**src/rtl/fbw_pkg.sv**
```systemverilog
package fbw_pkg;

   // True when v is a positive power of two.
   function automatic bit is_pow2(input int v);
      return (v > 0) && ((v & (v - 1)) == 0);
   endfunction

   // Number of compare-and-subtract steps needed to reduce an in_w-bit
   // value modulo m.
   function automatic int reduce_steps(input int in_w, input int m);
      return ((1 << in_w) - 1) / m;
   endfunction

endpackage

```
**src/rtl/fbw_mod_reduce.sv**
```systemverilog
module fbw_mod_reduce #(
   parameter int IN_W  = 8,
   parameter int MOD   = 80,
   localparam int OUT_W = $clog2(MOD)
) (
   input  logic [IN_W-1:0]  in_val,
   output logic [OUT_W-1:0] out_val
);
   import fbw_pkg::*;

   localparam int STEPS = reduce_steps(IN_W, MOD);

   initial begin
      if (MOD < 2 || MOD >= (1 << IN_W))
         $error("fbw_mod_reduce: MOD must be within 2..2**IN_W-1");
   end

   generate
      if (is_pow2(MOD)) begin : g_pow2
         // Power-of-two modulus: keep the low bits.
         logic [IN_W-1:0] rem;
         assign rem     = in_val % IN_W'(MOD);
         assign out_val = rem[OUT_W-1:0];
      end else begin : g_sub
         // Subtract the largest multiple of MOD that fits, one step per multiple.
         int v;
         always_comb begin
            v = int'(in_val);
            for (int k = STEPS; k >= 1; k--) begin
               if (v >= k * MOD) v = v - k * MOD;
            end
         end
         assign out_val = v[OUT_W-1:0];
      end
   endgenerate

endmodule

```
**src/rtl/fbw_axis.sv**
```systemverilog
module fbw_axis #(
   parameter int IN_W = 8,
   parameter int SIZE = 64,
   localparam int W   = $clog2(SIZE)
) (
   input  logic            clk,
   input  logic            rst_n,
   input  logic            load,
   input  logic [IN_W-1:0] lo_raw,
   input  logic [IN_W-1:0] hi_raw,
   input  logic            step,
   output logic [W-1:0]    cur,
   output logic [W-1:0]    first,
   output logic            carry
);

   logic [W-1:0] lo_mod;
   logic [W-1:0] hi_mod;
   logic [W-1:0] last;
   logic [W:0]   bumped;

   fbw_mod_reduce #(.IN_W(IN_W), .MOD(SIZE)) i_lo_red (.in_val(lo_raw), .out_val(lo_mod));
   fbw_mod_reduce #(.IN_W(IN_W), .MOD(SIZE)) i_hi_red (.in_val(hi_raw), .out_val(hi_mod));

   // Wrap when the value plus one goes beyond the end bound.
   assign bumped = {1'b0, cur} + (W + 1)'(1);
   assign carry  = bumped > {1'b0, last};

   always_ff @(posedge clk) begin
      if (!rst_n) begin
         cur   <= '0;
         first <= '0;
         last  <= W'(SIZE - 1);
      end else if (load) begin
         cur   <= lo_mod;
         first <= lo_mod;
         last  <= hi_mod;
      end else if (step) begin
         cur <= carry ? first : bumped[W-1:0];
      end
   end

endmodule

```
**src/rtl/fbw_addr_walker.sv**
```systemverilog
module fbw_addr_walker #(
   parameter int COLS   = 64,
   parameter int ROWS   = 80,
   parameter int DATA_W = 8,
   parameter int BND_W  = 8,
   localparam int COL_W  = $clog2(COLS),
   localparam int ROW_W  = $clog2(ROWS),
   localparam int ADDR_W = $clog2(COLS * ROWS)
) (
   input  logic              clk,
   input  logic              rst_n,
   input  logic              wr_strobe,
   input  logic [DATA_W-1:0] wr_data,
   input  logic              col_load,
   input  logic [BND_W-1:0]  col_lo,
   input  logic [BND_W-1:0]  col_hi,
   input  logic              row_load,
   input  logic [BND_W-1:0]  row_lo,
   input  logic [BND_W-1:0]  row_hi,
   input  logic              vert_mode,
   output logic              ram_we,
   output logic [ADDR_W-1:0] ram_addr,
   output logic [DATA_W-1:0] ram_wdata,
   output logic              dirty
);
   import fbw_pkg::*;

   initial begin
      if (COLS < 2 || ROWS < 2)
         $error("fbw_addr_walker: window axes need at least two positions");
      if (COLS >= (1 << BND_W) || ROWS >= (1 << BND_W))
         $error("fbw_addr_walker: BND_W too narrow for the array");
   end

   logic [COL_W-1:0]  col_cur, col_first;
   logic [ROW_W-1:0]  row_cur, row_first;
   logic              col_carry, row_carry;
   logic              col_step, row_step;
   logic [ADDR_W-1:0] lin_addr;

   // The inner axis steps on every write, the outer one when the inner wraps.
   assign col_step = wr_strobe & (~vert_mode | row_carry);
   assign row_step = wr_strobe & ( vert_mode | col_carry);

   fbw_axis #(.IN_W(BND_W), .SIZE(COLS)) i_col (
      .clk(clk), .rst_n(rst_n), .load(col_load), .lo_raw(col_lo), .hi_raw(col_hi),
      .step(col_step), .cur(col_cur), .first(col_first), .carry(col_carry)
   );

   fbw_axis #(.IN_W(BND_W), .SIZE(ROWS)) i_row (
      .clk(clk), .rst_n(rst_n), .load(row_load), .lo_raw(row_lo), .hi_raw(row_hi),
      .step(row_step), .cur(row_cur), .first(row_first), .carry(row_carry)
   );

   generate
      if (is_pow2(COLS)) begin : g_concat_addr
         assign lin_addr = {row_cur, col_cur};
      end else begin : g_mul_addr
         assign lin_addr = ADDR_W'(row_cur) * ADDR_W'(COLS) + ADDR_W'(col_cur);
      end
   endgenerate

   always_ff @(posedge clk) begin
      if (!rst_n) begin
         ram_we    <= 1'b0;
         dirty     <= 1'b0;
         ram_addr  <= '0;
         ram_wdata <= '0;
      end else begin
         ram_we <= wr_strobe;
         dirty  <= wr_strobe;
         if (wr_strobe) begin
            ram_addr  <= lin_addr;
            ram_wdata <= wr_data;
         end
      end
   end

endmodule

```
**config.mk**
```make
export PLATFORM = sky130hd
export DESIGN_NAME = fbw_addr_walker
export DESIGN_NICKNAME = d
export VERILOG_FILES = /design/src/rtl/fbw_pkg.sv /design/src/rtl/fbw_mod_reduce.sv /design/src/rtl/fbw_axis.sv /design/src/rtl/fbw_addr_walker.sv
export SDC_FILE = /design/constraint.sdc
export NUM_CORES = 1
export LEC_CHECK = 0
export BUFFER_PORTS_ARGS = -buffer_cell sky130_fd_sc_hd__buf_4
export CORE_ASPECT_RATIO = 0.8
export CORE_MARGIN = 2
export CORE_UTILIZATION = 35
export DETAILED_ROUTE_END_ITERATION = 8
export HOLD_SLACK_MARGIN = 0.08
export PLACE_DENSITY = 0.62
export SETUP_SLACK_MARGIN = 0.5
export SLEW_MARGIN = 30
export SYNTH_ARGS = -nofsm -noshare
export SYNTH_HDL_FRONTEND = slang
export SYNTH_HIERARCHICAL = 1
export SYNTH_SLANG_ARGS = --single-unit
export TNS_END_PERCENT = 10
```
**constraint.sdc**
```tcl
create_clock -name clk -period 4.75 [get_ports clk]
set_input_delay 0.95 -clock clk [delete_from_list [all_inputs] [get_ports clk]]
set_output_delay 0.95 -clock clk [all_outputs]
set_load 0.1 [all_outputs]
```
# Word-level counts from Yosys, hierarchy flattened
# Index checks and enable logic that the tools add are counted.
totals:
  regBits: 61
  inputBits: 46
  out_inout_bits: 23
  wordCells: 44
op_classes:
  add_sub_neg: 8
  n_lt_le_gt_ge: 8
  muxes: 12
  bitwise: 5
  reduce_logical: 2
ops:
  columns: ["cell", "n"]
  rows:
  - ["2-to-1 mux 32 bit", 4]
  - ["greater-or-equal comparator 32 x 8 -> 1 bit (second input constant)", 2]
  - ["greater-or-equal comparator 32 x 9 -> 1 bit (second input constant)", 2]
  - ["subtractor 32 x 9 -> 32 bit (second input constant)", 2]
  - ["2-to-1 mux 7 bit", 5]
  - ["2-to-1 mux 6 bit", 3]
  - ["subtractor 8 x 8 -> 9 bit (second input constant)", 2]
  - ["greater-or-equal comparator 8 bit (second input constant)", 2]
  - ["subtractor 7 bit (second input constant)", 2]
  - ["adder 7 x 1 -> 8 bit (second input constant)", 1]
  - ["greater-than comparator 8 x 7 -> 1 bit", 1]
  - ["adder 6 x 1 -> 7 bit (second input constant)", 1]
  - ["greater-than comparator 7 x 6 -> 1 bit", 1]
  - ["nonzero test 2 bit", 2]
  - ["AND 1 bit", 2]
  - ["bitwise OR 1 bit", 2]
  - ["NOT 1 bit", 1]

# Longest topological paths before layout
depth:
  ltp_word: 7
  mapped_depth: 19

# Hierarchy
# The synthesis kept the hierarchy.
by_module_without_submodules:
  columns: ["mod", "n_inst", "cells_per_inst", "area_per_inst_um2"]
  rows:
  - ["fbw_axis at i_row", 1, 131, 1211.2]
  - ["fbw_axis at i_col", 1, 122, 1086.0]
  - ["fbw_mod_reduce at i_row.i_hi_red ...", 2, 63, 489.2]
  - ["fbw_addr_walker", 1, 74, 873.3]
  - ["fbw_mod_reduce at i_col.i_hi_red ...", 2, 6, 45.0]

# Least setup slack after synthesis
# No wires, ideal clock.
synth_timing:
  path_kind: "input to register"
  startpoint: "input row_lo[1]"
  endpoint: "register i_row.cur[4]"
  setup_ns: 0.117
  arrival_ns: 4.101
  path_slack_ns: 0.531
  cell_stages: 17
  n_path_buf: 0
  cell_sequence: "nor4_2 -> a41o_1 -> nand2_1 -> a21oi_1 -> ha_1 -> inv_1 -> nand2_1 -> o21a_1 -> ha_1 -> inv_1 -> and4_4 -> o311ai_4 -> o2111ai_2 -> o21ai_2 -> xnor2_1 -> a22o_1 -> a32o_1"
synth_via:
  elab_chain_cells: 7
  word_cells_on_any_way: 10
  cone_classes: "add/sub (3); order compare (3); mux (4)"
synth_lines:
  columns: ["element", "line", "source"]
  rows:
  - ["start: declaration", "fbw_addr_walker.sv:18", "input logic [BND_W-1:0] row_lo,"]
  - ["subtractor 8 x 8 -> 9 bit or greater-or-equal comparator 8 bit (tied branches)", "fbw_mod_reduce.sv:30", "if (v >= k * MOD) v = v - k * MOD;"]
  - ["2-to-1 mux 32 bit (*)", "fbw_mod_reduce.sv:30", null]
  - ["subtractor 32 x 9 -> 32 bit or greater-or-equal comparator 32 x 9 -> 1 bit (tied branches)", "fbw_mod_reduce.sv:30", null]
  - ["2-to-1 mux 32 bit (*)", "fbw_mod_reduce.sv:30", null]
  - ["greater-or-equal comparator 32 x 8 -> 1 bit or subtractor 7 bit (tied branches)", "fbw_mod_reduce.sv:30", null]
  - ["2-to-1 mux 7 bit (*)", "fbw_mod_reduce.sv:30", null]
  - ["net i_row.lo_mod[4]", "fbw_axis.sv:17", "logic [W-1:0] lo_mod;"]
  - ["2-to-1 mux 7 bit (*)", "fbw_axis.sv:34", "end else if (load) begin"]
  - ["end signal: assignment", "fbw_axis.sv:35", "cur <= lo_mod;"]
  - ["end signal: assignment", "fbw_axis.sv:39", "cur <= carry ? first : bumped[W-1:0];"]
  - ["end: declaration", "fbw_axis.sv:12", "output logic [W-1:0] cur,"]
# Mark *: on every way through the listed nets, which the timed path passes. The rest lies on a longest branch.
# A chain may end at the register's enable or synchronous reset.

# Final worst setup path
layout_timing:
  startpoint: "input row_hi[1]"
  endpoint: "register i_row.last[5]"
layout_via:
  elab_chain_cells: 6
  word_cells_on_any_way: 9
  cone_classes: "add/sub (3); order compare (3); mux (3)"
layout_lines:
  columns: ["element", "line", "source"]
  rows:
  - ["start: declaration", "fbw_addr_walker.sv:19", "input logic [BND_W-1:0] row_hi,"]
  - ["subtractor 8 x 8 -> 9 bit or greater-or-equal comparator 8 bit (tied branches)", "fbw_mod_reduce.sv:30", null]
  - ["2-to-1 mux 32 bit (*)", "fbw_mod_reduce.sv:30", null]
  - ["subtractor 32 x 9 -> 32 bit or greater-or-equal comparator 32 x 9 -> 1 bit (tied branches)", "fbw_mod_reduce.sv:30", null]
  - ["2-to-1 mux 32 bit (*)", "fbw_mod_reduce.sv:30", null]
  - ["greater-or-equal comparator 32 x 8 -> 1 bit or subtractor 7 bit (tied branches)", "fbw_mod_reduce.sv:30", null]
  - ["2-to-1 mux 7 bit (*)", "fbw_mod_reduce.sv:30", null]
  - ["net i_row.hi_mod[5]", "fbw_axis.sv:18", "logic [W-1:0] hi_mod;"]
  - ["end signal: assignment", "fbw_axis.sv:33", "last <= W'(SIZE - 1);"]
  - ["end signal: assignment", "fbw_axis.sv:37", "last <= hi_mod;"]
  - ["end: declaration", "fbw_axis.sv:19", "logic [W-1:0] last;"]
# Marks and branches as above.

==> run summary <==
total wire length -> 9.455 mm
Die W -> 127.0 um
M1 WL -> 4.826 mm
Syn Nets -> 538
Final nets -> 576
relative slew slack -> 57.64%
Static Leak -> 2.241 nW
Inserted Clock Buffers -> 9
worst hold stages -> 2
largest net degree at the start of global routing -> 64
RSZ-0062 raised after global routing -> true
CP Launch Type -> primary input
Initial Utilization -> 36.39%
CP Cell Sequence -> buf_4, or4_4, o32a_2, nand2_1, a21oi_2, ha_2, inv_1, nand2_1, o21a_1, ha_1, and3_1, o311ai_4, o2111ai_2, o21ai_2, mux2i_1, mux2i_1, nor2b_1
hold_sp -> i_col/last[0]$_SDFFE_PN1P_
Least-Margin Pin Slew -> 634.3 ps
GR Util All Layers -> 14.88%
Layout fillers -> 1144
R2R cell count -> 11
crit-path max cell delay -> 560 ps
Residual DRC -> 0
Post-Place Cells -> 639
Routed Antenna Nets -> 0
commonest non-fill, non-tap cell in the layout -> buf_4
DR vias/cell -> 5.163
crit path DAT -> 4290 ps
vias in the first global route -> 3238
outcome -> finished, final reports clean
Setup CP Type -> primary input to flip-flop
Yosys reg bits -> 61
WHS Endpoint -> i_col/last[0]$_SDFFE_PN1P_
period utilisation layout -> 84.80%
library cells used by synthesis -> 69
Final setup viols -> 0
Clk Tree Root Cell -> clkbuf_16
reg2reg end -> i_col/cur[0]$_SDFFE_PN0P_
clock slew seen by the registers of the worst setup and hold paths -> 50 ps
Post-Layout Cell Count -> 655
most frequent cells in the layout -> 67 x buf_4, 61 x dfxtp_1, 43 x nand2_1
max-cap violations -> 0
Multi-input gate area -> 2699 um2
reg2reg setup slack -> 1010 ps
cts hold-fix bufs -> 0
layout cells sized above 1 -> 24.46%
P per Cell Area -> 326.0 nW/um2
DP HPWL -> 6.954 mm
Core Box Area -> 11650 um2
# H-tree levels -> 3
initial antenna violation count -> 0
Layout area overhead -> 17.68%
Ports -> 69
Syn Inst Count -> 465
met2 routed WL -> 3.964 mm
first-pass GRT wire length -> 15.77 mm
initial DRC count -> 175
Worst Clk Skew -> 4.275 ps
Port Buffer Count -> 64
reg2reg start -> i_row/cur[0]$_SDFFE_PN0P_
Main synth FF type -> dfxtp_1
Reg area -> 1221 um2
clk buf depth -> 2
Final Wtd Congestion -> 0.8977
Worst-Skew Late Latency -> 320 ps
Antenna Cells -> 0
Post-DP Area -> 4632 um2
chip height -> 102.4 um
Final Hold Fails -> 0
peak supply drop -> 0.1833 mV
Mapped Area -> 4239 um2
max layer used -> met4
setup TNS -> 0 ps
largest cells by area after synthesis -> dfxtp_1 29%, mux2i_1 9.7%, ha_1 8.0%, nor2b_1 5.8%, nand2_1 3.9%
crit path capture type -> flip-flop
die area -> 13010 um2
GRT overflow -> 0
Async SR Flop Fraction -> 0%
cell area after layout -> 4989 um2
Finished Core Util -> 42.82%
Crit path required time -> 5010 ps
minimum clock period -> 4028 ps
total power -> 1.626 mW
Max FO, Critical Path -> 7
Post-synth EDFFs -> 0
Sink Count -> 61
CTS tree -> built
Crit-path slowest cell -> or4_4
Yosys top cell area share -> 28.81%
syn avg cell area -> 9.116 um2
synth warn -> 6
Slew Viols, Final -> 0
register area share after synthesis -> 28.81%
Max Clk Rate -> 0.2482 GHz
Synth area leader -> dfxtp_1
routed wl met3 -> 552 um
routed vias -> 3382
TritonRoute pass-1 iters -> 4
Routed WL per cell -> 14.44 um
Worst Hold Class -> flip-flop to flip-flop
row count -> 35
-- worst max-delay path by stage --
stage | slack [ps] | start | end | depth (start not counted)
6_report | 720 | row_hi[1] | i_row/last[5]$_SDFFE_PN0P_ | 17
4_1_cts | 530 | row_lo[1] | i_row/cur[5]$_SDFFE_PN0P_ | 18
5_1_grt | 490 | row_hi[1] | i_row/last[5]$_SDFFE_PN0P_ | 17
3_3_place_gp | 160 | row_lo[1] | i_row/cur[4]$_SDFFE_PN0P_ | 16
3_5_place_dp | 70 | row_lo[1] | i_row/cur[5]$_SDFFE_PN0P_ | 17
2_1_floorplan | 530 | row_lo[1] | i_row/cur[4]$_SDFFE_PN0P_ | 17
-- flip-flops by register name (all words and copies together) (netlist names) --
name,count
i_col/cur,6
dirty,1
i_row/last,7
i_row/cur,7
i_row/first,7
ram_wdata,8
i_col/last,6
ram_addr,13
i_col/first,6
-- synthesized netlist by cell type (4+ instances only) --
master    number
a211o_1        5
a21boi_0       4
a21oi_1       14
a22o_1         9
a31oi_1        4
and2_1         4
and3_1         6
buf_4         21
clkbuf_1       9
dfxtp_1       61
ha_1          27
inv_1         26
mux2i_1       41
nand2_1       44
nand3_1       12
nor2_1        12
nor2b_1       39
nor3_1         5
o211ai_1      22
o21a_1         5
o21ai_0        4
o21ai_2        4
xnor2_1        9
xor2_1         6
-- repair_timing --
action | 4_1_cts | 5_1_grt
pin swaps | 0 | 8
gates cloned | 0 | 0
resized for setup | 3 | 13
endpoints found under the setup margin | 3 | 9
setup buffers | 0 | 1
-- kinds of logic (layout without fill, tap and decap cells) --
group,count (synthesis),count (layout),share of synthesized area [%]
adder cells (fa/ha/maj),27,27,7.969
AO/OA/AOI/OAI,103,103,20.87
flip-flops,61,61,28.81
buffers and inverters,67,109,9.179
XOR/XNOR,15,15,3.099
AND/OR/NAND/NOR,151,151,20.40
multiplexers,41,41,9.681
-- worst max-delay path: cells and delay by family --
| family | cells | cell delay, ps |
|---|---|---|
| adder cells (fa/ha/maj) | 2 | 430 |
| AO/OA/AOI/OAI | 6 | 1280 |
| AND/OR/NAND/NOR | 5 | 1090 |
| multiplexers | 2 | 290 |
| buffers and inverters | 2 | 260 |
-- layer usage --
layer / global-route usage [%] / up-vias
met5: 0 / -
met4: 4.649 / 0
met3: 3.979 / 8
met2: 21.84 / 90
met1: 21.30 / 1554
li1: - / 1730
-- report_power, final --
| group | total, mW | internal, mW | switching, mW |
|---|---|---|---|
| clock network | 0.608 | 0.392 | 0.216 |
| registers | 0.587 | 0.552 | 0.0343 |
| logic | 0.432 | 0.171 | 0.260 |
| total | 1.63 | 1.12 | 0.511 |
-- metrics by stage --
stage                     hold WS [ps]  setup slack, ps
after global placement           469.3            164.4
after floorplan                  445.8            531.2
final                            480.5            721.8
after CTS                        487.5            533.2
after global routing             516.2            488.3
after detailed placement         473.8            69.08
-- cell type report --
class / instances / area share [%]
Clock buffer: 14 / 5.493
Clock inverter: 1 / 0.1003
Inverter: 27 / 2.032
Multi-Input combinational cell: 337 / 54.10
Sequential cell: 61 / 24.48
Tap cell: 148 / 3.712
Timing Repair Buffer: 67 / 10.08
Power figures use the tool's default switching activity.
